[src/rtl/rs_syn_pkg.sv]
package rs_syn_pkg;

  // Multiply by x in GF(2^m) with field polynomial poly (m <= 16).
  function automatic logic [15:0] gf_xtime(input logic [15:0] a, input int m,
                                           input logic [16:0] poly);
    logic [16:0] t;
    logic [16:0] mask;
    t    = {a, 1'b0};
    mask = (17'd1 << m) - 17'd1;
    if (t[m]) t = t ^ poly;
    return 16'(t & mask);
  endfunction

  // General field product, bit-serial over b, most significant bit first.
  function automatic logic [15:0] gf_mul(input logic [15:0] a, input logic [15:0] b,
                                         input int m, input logic [16:0] poly);
    logic [15:0] r;
    r = '0;
    for (int i = 15; i >= 0; i--) begin
      if (i < m) begin
        r = gf_xtime(r, m, poly);
        if (b[i]) r = r ^ a;
      end
    end
    return r;
  endfunction

  // alpha^e with alpha = x.
  function automatic logic [15:0] gf_alpha_pow(input int e, input int m,
                                               input logic [16:0] poly);
    logic [15:0] r;
    r = 16'd1;
    for (int i = 0; i < e; i++) r = gf_xtime(r, m, poly);
    return r;
  endfunction

endpackage

[src/rtl/rs_syn_lane.sv]
module rs_syn_lane #(
  parameter int              SYM_W    = 8,
  parameter logic [SYM_W:0]  POLY     = 9'h11D,
  parameter int              ROOT_EXP = 1
) (
  input  logic             clk,
  input  logic             rst,
  input  logic             acc_en,
  input  logic             load,
  input  logic [SYM_W-1:0] din,
  output logic [SYM_W-1:0] acc_nxt
);
  import rs_syn_pkg::*;

  localparam logic [16:0] POLY17 = 17'(POLY);
  localparam logic [15:0] ROOT   = gf_alpha_pow(ROOT_EXP, SYM_W, POLY17);

  logic [SYM_W-1:0] acc_q;

  // Horner step: acc*alpha^j + r ; the first symbol reloads the lane.
  always_comb begin
    if (load) acc_nxt = din;
    else      acc_nxt = SYM_W'(gf_mul(16'(acc_q), ROOT, SYM_W, POLY17)) ^ din;
  end

  always_ff @(posedge clk) begin
    if (rst)         acc_q <= '0;
    else if (acc_en) acc_q <= acc_nxt;
  end
endmodule

[src/rtl/rs_syn_ctrl.sv]
module rs_syn_ctrl #(
  parameter int CW_LEN = 255
) (
  input  logic clk,
  input  logic rst,
  input  logic in_valid,
  input  logic in_start,
  output logic accept,
  output logic load,
  output logic last
);
  localparam int CNT_W = ($clog2(CW_LEN) > 0) ? $clog2(CW_LEN) : 1;
  localparam logic [CNT_W-1:0] LAST_IDX = CNT_W'(CW_LEN - 1);

  logic [CNT_W-1:0] cnt_q;
  logic [CNT_W-1:0] idx;
  logic             open_q;

  always_comb begin
    idx    = in_start ? '0 : cnt_q;
    accept = in_valid && (in_start || open_q);
    load   = in_valid && in_start;
    last   = accept && (idx == LAST_IDX);
  end

  always_ff @(posedge clk) begin
    if (rst) begin
      cnt_q  <= '0;
      open_q <= 1'b0;
    end else if (accept) begin
      if (last) begin
        cnt_q  <= '0;
        open_q <= 1'b0;
      end else begin
        cnt_q  <= idx + 1'b1;
        open_q <= 1'b1;
      end
    end
  end
endmodule

[src/rtl/rs_syn_out.sv]
module rs_syn_out #(
  parameter int FLAT_W = 128
) (
  input  logic              clk,
  input  logic              rst,
  input  logic              capture,
  input  logic [FLAT_W-1:0] synd_in,
  output logic              synd_valid,
  output logic [FLAT_W-1:0] synd_flat,
  output logic              synd_zero
);
  always_ff @(posedge clk) begin
    if (rst) begin
      synd_valid <= 1'b0;
      synd_flat  <= '0;
      synd_zero  <= 1'b0;
    end else begin
      synd_valid <= capture;
      if (capture) begin
        synd_flat <= synd_in;
        synd_zero <= ~|synd_in;
      end
    end
  end
endmodule

[src/rtl/rs_syn_top.sv]
module rs_syn_top #(
  parameter int             SYM_W      = 8,
  parameter int             CW_LEN     = 255,
  parameter int             NSYND      = 16,
  parameter int             FIRST_ROOT = 1,
  parameter logic [SYM_W:0] POLY       = 9'h11D
) (
  input  logic                     clk,
  input  logic                     rst,
  input  logic                     in_valid,
  input  logic                     in_start,
  input  logic [SYM_W-1:0]         in_sym,
  output logic                     synd_valid,
  output logic [NSYND*SYM_W-1:0]   synd_flat,
  output logic                     synd_zero
);
  localparam int FLAT_W = NSYND * SYM_W;

  logic              accept;
  logic              load;
  logic              last;
  logic [FLAT_W-1:0] nxt_flat;

  rs_syn_ctrl #(.CW_LEN(CW_LEN)) u_ctrl (
    .clk(clk), .rst(rst), .in_valid(in_valid), .in_start(in_start),
    .accept(accept), .load(load), .last(last)
  );

  for (genvar j = 0; j < NSYND; j++) begin : g_lane
    rs_syn_lane #(.SYM_W(SYM_W), .POLY(POLY), .ROOT_EXP(FIRST_ROOT + j)) u_lane (
      .clk(clk), .rst(rst), .acc_en(accept), .load(load), .din(in_sym),
      .acc_nxt(nxt_flat[j*SYM_W +: SYM_W])
    );
  end

  rs_syn_out #(.FLAT_W(FLAT_W)) u_out (
    .clk(clk), .rst(rst), .capture(last), .synd_in(nxt_flat),
    .synd_valid(synd_valid), .synd_flat(synd_flat), .synd_zero(synd_zero)
  );
endmodule

[config.mk]
export PLATFORM = sky130hd
export DESIGN_NAME = rs_syn_top
export DESIGN_NICKNAME = d
export VERILOG_FILES = /design/src/rtl/rs_syn_pkg.sv /design/src/rtl/rs_syn_lane.sv /design/src/rtl/rs_syn_ctrl.sv /design/src/rtl/rs_syn_out.sv /design/src/rtl/rs_syn_top.sv
export SDC_FILE = /design/constraint.sdc
export NUM_CORES = 1
export LEC_CHECK = 0
export CORE_AREA = 4 4 190 192
export CTS_BUF_LIST = sky130_fd_sc_hd__clkbuf_8
export DETAILED_ROUTE_END_ITERATION = 8
export DIE_AREA = 0 0 194 196
export PLACE_DENSITY = 0.57
export SYNTH_ARGS = -nofsm -noshare
export SYNTH_HDL_FRONTEND = slang
export SYNTH_SLANG_ARGS = --single-unit
[constraint.sdc]
create_clock -name clk -period 4.24 [get_ports clk]
set_clock_uncertainty 0.2 [all_clocks]
set_input_delay 0.848 -clock clk [delete_from_list [all_inputs] [get_ports clk]]
set_output_delay 0.848 -clock clk [all_outputs]
set_load 0.01 [all_outputs]
# Word-level counts from Yosys, hierarchy flattened
# Index checks and enable logic that the tools add are counted.
# totals
register_bits	267
in_bits	12
output_inout_bits	130
# classes
add_sub_neg	1
eq_ne	1
muxes	236
n_bitwise	138
reduce_logical	6
# ops
cell	count
8-bit 2-to-1 mux	150
5-bit 2-to-1 mux	85
8-bit XOR	53
4-bit NOT	85
128-bit OR reduction	1
8-bit by 1-bit adder with 8-bit output, second input constant	1
8-bit equality test, second input constant	1
1-bit logical AND	3
1-bit logical NOT	1
1-bit logical OR	1
1-bit 2-to-1 mux	1

# Logic depth before layout (Yosys ltp)
# depth
depth_word	35
ltp_mapped	13
mapped_depth_nobuf	10

# Cells and area by module
# From an unflattened synthesis, not the netlist that was laid out.
# hier_totals
cells_unflattened	1586
hier_area_um2	14488.9
# by_module_without_submodules
module	instances	cells_per_inst	area_per_inst_um2
rs_syn_out	1	464	4859.7
rs_syn_lane (g_lane[13].u_lane)	1	81	699.4
rs_syn_lane (g_lane[14].u_lane)	1	70	639.4
rs_syn_lane (g_lane[10].u_lane)	1	68	636.9
rs_syn_lane (g_lane[9].u_lane)	1	66	598.1
rs_syn_lane (g_lane[15].u_lane)	1	69	595.6
rs_syn_lane (g_lane[8].u_lane)	1	68	594.3
rs_syn_lane (g_lane[7].u_lane)	1	69	588.1
rs_syn_lane (g_lane[11].u_lane)	1	68	583.1
rs_syn_lane (g_lane[12].u_lane)	1	66	583.1
rs_syn_lane (g_lane[5].u_lane)	1	70	579.3
rs_syn_lane (g_lane[6].u_lane)	1	71	576.8
rs_syn_lane (g_lane[4].u_lane)	1	66	533.0
rs_syn_ctrl	1	65	516.7
+4 rows	n/a	n/a	n/a

# Worst setup path after synthesis
# OpenSTA, ideal clock, no wires.
# synth_path
path_type	input to register
start	in in_start
end	reg u_out.synd_zero
setup_time_ns	0.069
arrival_time_ns	3.169
t_required_ns	3.971
slack_ns	0.802
stages	11
n_path_buf	1
path_cell_list	clkbuf_1 nand2b_1 ha_1 nand3_1 nor4_2 nand4_1 a2111oi_0 o2111ai_1 or4_1 or4_1 o21ai_1
# synth_between
elab_chain_len	4
word_cells_on_any_way	24
cone_classes	eq/ne: 1; mux: 17; reduce/logical: 6
# synth_lines
element	line_no	text
start: declaration	rs_syn_top.sv:11	input logic in_start,
1-bit logical AND	rs_syn_ctrl.sv:22	load = in_valid && in_start;
8-bit 2-to-1 mux	rs_syn_lane.sv:22	if (load) acc_nxt = din;
128-bit OR reduction	rs_syn_out.sv:21	synd_zero <= ~|synd_in;
1-bit logical NOT	rs_syn_out.sv:21	
end signal: assignment	rs_syn_out.sv:21	
end: declaration	rs_syn_out.sv:10	output logic synd_zero
# Several ways; a longest one is shown, not always the timed one.
# A chain may end at the register's enable or synchronous reset.

# Final worst setup path
# Same ends and word-level chain as after synthesis.

==> results.md <==
| Stage | Metric | Value |
|---|---|---|
| outcome | Run status | finished clean |
| final layout | Layout cell share with drive strength beyond 1 | 0.0983 |
| worst setup path | Source of the worst register-to-register timing path | g_lane[1].u_lane.acc_q[7] |
| synthesis | XOR/XNOR Fraction of Synth Area | 0.225 |
| clock network | Setup Buffers After CTS | 0 |
| global routing | Vias in the first global route | 11500 |
| synthesis | Synthesized-area fraction occupied by and/or/nand/nor cells | 0.167 |
| timing | Number of failing setup endpoints in the final timing report | 0 |
| timing | Unrepaired setup endpoints after global routing | false |
| route | Via count normalized by instance count | 5.27 |
| final layout | Diode insertion count for antenna repair | 0 |
| route | Routed length per instance | 18.8 um |
| pwr | Maximum resistive drop on vdd | 0.000223 V |
| clock network | Number of buffers added to fix hold violations after cts | 0 |
| worst setup path | Crit path largest cell delay | 570 ps |
| worst setup path | Worst R2R Path Depth | 8 |
| synthesis | Async SR Flop Fraction | 0 |
| route | Number of DRC violations after detailed routing | 0 |
| clock network | Clk buf depth | 3 |
| final layout | Number of nets in the finished design | 1782 |
| hold path | HP Class | flip-flop to flip-flop |
| worst setup path | R2R Setup Slk | 1100 ps |
| route | Max Used Layer | met4 |
| clock network | TritonCTS buffer count | 47 |
| worst setup path | Ordered cell list for the critical path | clkdlybuf4s50_1, nand2b_1, ha_1, nand3_1, nor4_4, nand4_1, a2111oi_0, o2111ai_1, or4_1, or4_1, o21ai_1 |
| floorplan | Count of standard-cell rows | 68 |
| timing | Fin crit period | 3630 ps |
| pwr | Leakage power figure | 0.00615 uW |
| global routing | Total routing resource utilization after global routing | 0.216 |
| synthesis | Synth top area share | 0.382 |
| final layout | Count of placed standard cells in the final layout, fillers left out | 2256 |
| worst setup path | Startpoint class of the critical path | input port |
| clock network | Insertion delay of the later-clocked pin in the worst-skew pair | 560 ps |
| floorplan | Die W | 194 um |
| synthesis | Yosys cell types | 62 |
| clock network | TritonCTS clock tree | done |
| timing | Measured slew at the worst slew-check pin | 802 ps |
| placed design | Final HPWL DP | 30400 um |
| synthesis | Synth Flop Type | dfxtp_1 |
| worst setup path | Maximum fanout encountered on the critical timing path | 6 |
| floorplan | Initial Utilization | 0.408 |
| timing | Setup Total Neg Slack | 0 ps |
| synthesis | #FFs+latches synth | 267 |
| synthesis | Mean instance size in the synthesized netlist | 8.63 sq um |
| route | Number of DRC markers after the initial detailed-route iteration | 688 |
| worst setup path | Number of buffers and inverters on the critical path | 1 |
| route | Detail Route met3 WL | 2220 um |
| floorplan | Core Region | 34400 sq um |
| global routing | Pin count of the biggest net entering global routing | 140 |
| flow run | Max-cap violations | 0 |
| synthesis | Synth Cell Area | 14000 sq um |
| synthesis | Cell types occupying the most area after synthesis | dfxtp_1 (38%), xnor2_1 (14%), a211oi_1 (14%) |
| synthesis | Sequential cell area fraction in the yosys report | 0.382 |
| route | Total wirelength of the detailed-routed design | 42500 um |
| synthesis | Main combinational cell family by area after synthesis | XOR/XNOR gates |
| final layout | Layout-stage area growth over the synthesis result | 23.8% |
| worst setup path | Type of the worst setup path | input port to flip-flop |
| worst setup path | Launch point of the worst path | in_start |
| synthesis | Adder and majority cell fraction of the synthesized area | 0.00179 |
| timing | Worst slew slack as a fraction of its limit | 0.465 |
| synthesis | Synthesis Warnings | 0 |
| global routing | Antenna violations before repair | 0 |
| timing | Peak Freq | 275 MHz |
| clock network | Cell chosen for the clock root | clkbuf_8 |
| worst setup path | CP max stage cell | clkdlybuf4s50_1 |
| clock network | Post_cts resized | 0 |
| placed design | Gpl congestion | 0.883 |
| placed design | Port Buffer Count | 141 |
| synthesis | Complex-gate fraction of the synthesized area | 0.175 |
| worst setup path | Capturing element of the worst setup path | u_out.synd_zero |
| worst setup path | Worst Setup End Kind | flip-flop |
| timing | Final-report max-slew violation count | 0 |
| timing | Final Hold Viols | 0 |
| placed design | Cell total after placement | 2174 |
| synthesis | Biggest area consumer among synthesized cells | dfxtp_1 |
| pwr | Total power divided by cell area | 450 nW/um^2 |
| route | Router iterations before antenna repair | 5 |
| clock network | H-Tree Depth | 2 |
| worst setup path | CP top delay family | simple AND/OR/NAND/NOR gates |
| timing | Tcrit/Tclk final | 0.857 |
| route | Routed length on met1 | 19800 um |
| synthesis | Synthesized netlist net count | 1638 |
| synthesis | Post-synthesis mux area share | 0.00572 |
| synthesis | Count of flip-flops with a built-in enable after synthesis | 0 |
| worst setup path | Cell depth of the worst setup path | 11 |
| clock network | Clock slew at the register clock pins of the worst setup and hold paths | 60 ps |
| route | Met2 WL | 19400 um |
| global routing | Remaining global-route overflow | 0 |
| worst setup path | FF-to-FF End | u_out.synd_zero |
| floorplan | Die Y-Extent | 196 um |
| clock network | Clock net sink count | 267 |
| floorplan | Top-Level Pins | 142 |
| worst setup path | Cell mode on critical path | or4_1 |
| synthesis | Count of mapped cells out of synthesis | 1624 |
| global routing | Wire length of the first global-routing pass | 66700 um |
| route | Via count | 11900 |
| floorplan | Die Outline Area | 38000 sq um |
| pwr | Total power of the final layout | 7800 uW |
| worst setup path | Worst Path Arrival | 3910 ps |
| route | Number of nets with antenna violations after routing | 0 |
| worst setup path | Required time at the endpoint of the critical path | 4520 ps |
-- sequential cells by signal, indices dropped and copies added, names as in the netlist --
register / count
u_ctrl.open_q: 1
u_out.synd_flat: 128
u_out.synd_valid: 1
u_out.synd_zero: 1
g_lane.u_lane.acc_q: 128
u_ctrl.cnt_q: 8
-- placed cells by master (no fill, tap or decap), types with 10 or more instances in the layout --
cell type and count:
nand3_1 11, xnor2_1 218, nor3_1 10, nor2b_1 10, clkbuf_8 58, nor2_1 359, a21oi_1 22, a211oi_1 254
buf_4 88, xnor3_1 23, xor2_1 77, nand4_1 20, buf_12 11, clkdlybuf4s50_1 139, nand2_1 59, dfxtp_1 267
o21ai_0 23, inv_1 20
-- Yosys cell counts (5+ instances only) --
| cell | instances |
|---|---|
| nor3_1 | 10 |
| xnor3_1 | 23 |
| mux2i_1 | 8 |
| a211oi_1 | 254 |
| buf_1 | 20 |
| buf_2 | 15 |
| inv_1 | 6 |
| nor4_1 | 5 |
| dfxtp_1 | 267 |
| nand2b_1 | 5 |
| nor2_1 | 359 |
| and4_1 | 5 |
| or3_1 | 8 |
| xor2_1 | 77 |
| nand3_1 | 11 |
| o22ai_1 | 5 |
| nor3b_1 | 6 |
| clkbuf_1 | 106 |
| a21oi_1 | 22 |
| nand3b_1 | 5 |
| nand4_1 | 20 |
| nand2_1 | 60 |
| or4_1 | 5 |
| o21ai_0 | 23 |
| o21a_1 | 5 |
| nor2b_1 | 10 |
| and2_1 | 6 |
| xnor2_1 | 218 |
-- per-layer routing --
metal  track usage  vias to the layer above
li1              -                     5933
met1         0.301                     5546
met2         0.351                      344
met3        0.0340                       77
met4        0.0625                        0
met5             0                        -
-- worst min path at each step --
| stage | start | endpoint | slack (ps) | depth (start not counted) |
|---|---|---|---|---|
| final | u_out.synd_flat[26] | u_out.synd_flat[26] | 260 | 2 |
| after global routing | u_out.synd_flat[26] | u_out.synd_flat[26] | 290 | 2 |
| after CTS | u_out.synd_flat[26] | u_out.synd_flat[26] | 260 | 2 |
| after detailed placement | u_out.synd_flat[26] | u_out.synd_flat[26] | 250 | 2 |
| after global placement | u_out.synd_flat[26] | u_out.synd_flat[26] | 250 | 2 |
| after floorplan | u_ctrl.cnt_q[0] | u_ctrl.cnt_q[0] | 240 | 2 |
-- worst register-to-register path, stage by stage (launching register included) --
cell       delay (ps)
dfxtp_1           570
xor2_2            210
a21oi_1           210
nor2_1             80
nor4bb_1          610
o2111ai_1         220
or4_1             420
or4_1             410
o21ai_1           140
-- cells by family (layout without fill, tap and decap cells) --
kind of cell / Yosys count / in the layout
AND/OR/NAND/NOR: 533 / 533
AO/OA/AOI/OAI: 341 / 341
XOR/XNOR: 321 / 321
flip-flops: 267 / 267
buffers and inverters: 152 / 329
multiplexers: 8 / 8
adder cells (fa/ha/maj): 2 / 2
-- through the flow --
stage | cell area [sq um] | worst slack [ps] | hold slack, ps | utilization
3_3_place_gp | 16300 | 239 | 246 | 0.474
2_1_floorplan | 14000 | 802 | 241 | -
6_report | 17300 | 608 | 258 | 0.505
5_1_grt | 17300 | 487 | 295 | 0.505
3_5_place_dp | 16300 | 70.9 | 248 | 0.474
4_1_cts | 17300 | 637 | 256 | 0.505
-- layout make-up --
class | instances | area [sq um]
fillers | 3349 | 17000
clock inverters | 25 | 258
clock buffers | 57 | 785
inverters | 7 | 26.3
multi-input cells | 1205 | 8070
repair buffers | 240 | 2290
flip-flops and latches | 267 | 5350
well taps | 455 | 569
-- power breakdown --
part	switching [uW]	leakage, uW	internal [uW]
combinational	1320	0.00339	1020
clock	1070	0.000589	1580
sequential	181	0.00218	2640
total	2570	0.00615	5230
Note: power is estimated with default switching activity, not from simulation.
